$ cat src/rtl/dc_offset_corrector.sv
module dc_offset_corrector #(
  parameter int DW   = 12,
  parameter int KW   = 4,
  parameter int KMAX = 13,
  parameter int SB   = 14
) (
  input  logic          clk,
  input  logic          rst_n,
  input  logic          in_valid,
  input  logic [DW-1:0] in_data,
  input  logic [KW-1:0] k_sel,
  input  logic          est_en,
  input  logic          apply_en,
  input  logic          freeze,
  output logic          out_valid,
  output logic [DW-1:0] out_data,
  output logic [DW-1:0] dc_est
);
  localparam int FRAC = SB + KMAX;
  localparam int AW   = DW + FRAC + 1;
  localparam int SW   = $clog2(FRAC + 1);

  logic signed [AW-1:0] acc, xs, err, acc_nxt;
  logic [KW-1:0]        k_eff;
  logic [SW-1:0]        shamt;
  logic signed [DW:0]   diff;
  logic [DW-1:0]        corr;

  assign k_eff   = (k_sel > KW'(KMAX)) ? KW'(KMAX) : k_sel;
  assign shamt   = SW'(k_eff) + SW'(SB);
  assign xs      = {in_data[DW-1], in_data, {FRAC{1'b0}}};
  assign err     = xs - acc;
  assign acc_nxt = acc + (err >>> shamt);
  assign dc_est  = acc[AW-2 -: DW];

  assign diff = {in_data[DW-1], in_data} - {dc_est[DW-1], dc_est};
  assign corr = (diff[DW] == diff[DW-1]) ? diff[DW-1:0]
              : {diff[DW], {(DW-1){~diff[DW]}}};

  always_ff @(posedge clk or negedge rst_n) begin
    if (!rst_n) begin
      acc       <= '0;
      out_valid <= 1'b0;
      out_data  <= '0;
    end else begin
      out_valid <= in_valid;
      if (in_valid) begin
        out_data <= apply_en ? corr : in_data;
        if (est_en && !freeze) acc <= acc_nxt;
      end
    end
  end
endmodule

$ cat config.mk
export PLATFORM = sky130hd
export DESIGN_NAME = dc_offset_corrector
export DESIGN_NICKNAME = d
export VERILOG_FILES = /design/src/rtl/dc_offset_corrector.sv
export SDC_FILE = /design/constraint.sdc
export NUM_CORES = 1
export LEC_CHECK = 0
export ABC_AREA = 1
export BUFFER_PORTS_ARGS = -buffer_cell sky130_fd_sc_hd__buf_2
export CAP_MARGIN = 20
export CORE_AREA = 5 5 169 171
export DETAILED_ROUTE_END_ITERATION = 10
export DIE_AREA = 0 0 174 176
export PLACE_DENSITY = 0.46
export RECOVER_POWER = 50
export SYNTH_ARGS = -nofsm -noshare
export SYNTH_HDL_FRONTEND = slang
export SYNTH_SLANG_ARGS = --single-unit
$ cat constraint.sdc
create_clock -name clk -period 7.6 [get_ports clk]
set_input_delay 0.38 -clock clk [delete_from_list [all_inputs] [get_ports clk]]
set_output_delay 0.38 -clock clk [all_outputs]
set_load 0.03 [all_outputs]
==> metrics.md <==
| Metric | Value |
|---|---|
| Status | finished with violations |
| Failing checks | capacitance limit, slew limit |
| Uppermost routed layer | met4 |
| EDFF count, synth | 0 |
| Clock latency on the worst-skew pair | 0.32 ns |
| Slew Limit Fails | 54 |
| Die area | roughly 30,000 um2 |
| Startpoint types | flip-flop |
| Min Tclk post-route | roughly 5.3 ns |
| PostCTS Resize Cnt | 0 |
| CTS H-tree lvls | 2 |
| Antenna violations before repair | 0 |
| CTS buffer count | 5 |
| Worst r2r path cells | 30 |
| Gr usage total | 0.209 |
| WL met2 | 14.6 mm |
| First DRT Iteration DRCs | 853 |
| Endpoint type of the worst setup path | flip-flop |
| Clock Skews | 0.0154 ns |
| Via density | 5.15 |
| Yosys top cell area share | 0.214 |
| Post-CTS Setup Bufs | 0 |
| GPL Wtd Cong | 0.994 |
| Clock Pin Slew Worst Setup and Hold Paths | about 0.090 ns |
| Worst EP required | 7.78 ns |
| Critical path buffer and inverter count | 5 |
| Register area | 1330 um2 |
| Multi-input combinational cell area | 5720 um2 |
| CTS Root Cell | clkbuf_16 |
| #FFs+latches synth | 53 |
| Syn Inst Count | between 1,000 and 1,500 |
| Slew margin rel. | -1.23 |
| Mapped Nets | approximately 1,500 |
| Largest delay share family, worst path | simple AND/OR/NAND/NOR gates |
| Synth Area per Inst | 5.61 um2 |
| Die H | 176 um |
| Syn-to-layout area delta | 8.22% |
| Final hold vios | 0 |
| Dominant synthesized flop cell | dfrtp_1 |
| Final TNS setup | 0 ns |
| Number of top-level pins | 47 |
| Ys Warns | 0 |
| CTS Hold Bufs | 0 |
| Final ANT Viol Nets | 0 |
| Max Root-Sink Buffers | 2 |
| Yosys cell types | between 40 and 50 |
| Max Clk Rate | 189 MHz |
| Dpl hpwl | 26.9 mm |
| RSZ-0062 raised after global routing | false |
| Initial Utilization | 0.298 |
| Most frequent cells in the layout | nand2_1 (453), inv_1 (184), nand3_1 (179) |
| Die W | 174 um |
| CP peak stage delay | ~0.45 ns |
| Clock sinks | 53 |
| HP Class | primary input to flip-flop |
| Pin count of the biggest net entering global routing | 54 |
| Drt drc | 0 |
| Worst Path Arrival | 5.47 ns |
| Final setup fails | 0 |
| Ys async rst share | 1.00 |
| Vias in the first global route | 8,973 |
| Post-route met1 wirelength | 15.3 mm |
| Fill count | approximately 3,100 |
| CP max-delay cell | dfrtp_1 |
| Core ar. | 26,700 um2 |
| Commonest non-fill, non-tap cell in the layout | nand2_1 |
| Number of diodes | 0 |
| Fin crit share | 0.697 |
| First-pass GRT wire length | 50.6 mm |
| Mapped Area | 7960 um2 |
| Congestion Overflow GR | 0 |
| Max_cap viols | 1 |
| Most used cell, CP | nand2_1 |
| Mean routed wirelength per cell | 18.2 um |
| CTS tree | yes |
| Drt total wl | 32.3 mm |
| Area leader, netlist | nand2_1 |
| Port buffer count | 46 |
| Nets | 1,514 |
| Levels on crit path | 30 |
| Hold path cells | 3 |
| Rows | 60 |
| Main area contributors after synthesis | nand2_1 (21%), dfrtp_1 (17%), nand3_1 (11%) |
| Critical path peak fanout | 6 |
| Vias | between 9,000 and 10,000 |
| Worst Tran Pin Value | 3.34 ns |
| Layout cells sized above 1 | 0.0591 |
| DR pass1 iterations | 6 |
| CP Class | flip-flop to flip-flop |
| Share of the yosys chip area belonging to registers | 0.167 |
| WL met3 | 1.49 mm |
synthesized netlist by cell type, drive strengths merged (5+ instances only):
cell    count
nor2      154
a31oi      11
nor3        9
xnor2      13
clkbuf     18
xor2       26
dfrtp      53
ha         53
o21a        5
o21bai      7
a21oi      76
nand3     180
or2         9
a21o        6
inv       189
buf        22
nand4      16
o21ai      93
nand2     460
layer usage:
metal | up-vias | global-route usage
met5 | - | 0
met4 | 0 | 0.0637
met3 | 52 | 0.0195
met2 | 252 | 0.342
met1 | 4242 | 0.293
li1 | 4610 | -
registers in the layout (all words and copies together) (netlist names):
signal and flops:
out_data 12, acc 40, out_valid 1
area by class of cell:
class,count,area share
multi-input cells,1136,0.664
flip-flops and latches,53,0.154
inverters,189,0.0823
well taps,341,0.0495
repair buffers,52,0.0298
clock buffers,7,0.0166
clock inverters,1,0.00349
worst paths after layout:
check	startpoint	end	slack (ns)
max	acc[29]$_DFFE_PN0P_	acc[30]$_DFFE_PN0P_	2.31
max in group asynchronous	rst_n	acc[1]$_DFFE_PN0P_	4.40
max reg2reg	acc[29]$_DFFE_PN0P_	acc[30]$_DFFE_PN0P_	2.31
min reg2reg	out_data[3]$_DFFE_PN0P_	out_data[3]$_DFFE_PN0P_	0.49
min	in_data[5]	out_data[5]$_DFFE_PN0P_	0.38
min in group asynchronous	rst_n	out_data[7]$_DFFE_PN0P_	1.27
kinds of logic (layout without fill, tap and decap cells):
family / after synthesis / count (layout) / share of synthesized area
xor+xnor: 39 / 39 / 0.0429
compound gates: 206 / 206 / 0.144
buf+inv: 229 / 249 / 0.115
fa+ha+maj: 55 / 55 / 0.0883
flops: 53 / 53 / 0.167
simple gates: 836 / 836 / 0.443
through the flow:
step	instance area [um2]	util	std cells	setup slack (ns)	hold slack, ns
6_report	8620	0.322	1779	2.31	0.381
3_3_place_gp	8460	0.317	1771	2.16	0.462
5_1_grt	8620	0.322	1779	1.92	0.403
3_5_place_dp	8460	0.317	1771	2.22	0.473
2_1_floorplan	7960	-	1418	3.90	0.0844
4_1_cts	8630	0.323	1779	2.40	0.251
tightest hold or removal path: stages:
cell	delay, ns
buf_2	0.09
o21ai_0	0.07
o21ai_1	0.12
Power is left out: the tool's default activity adds up to more than one toggle a clock period on the data nets, which glitch-free logic cannot reach.
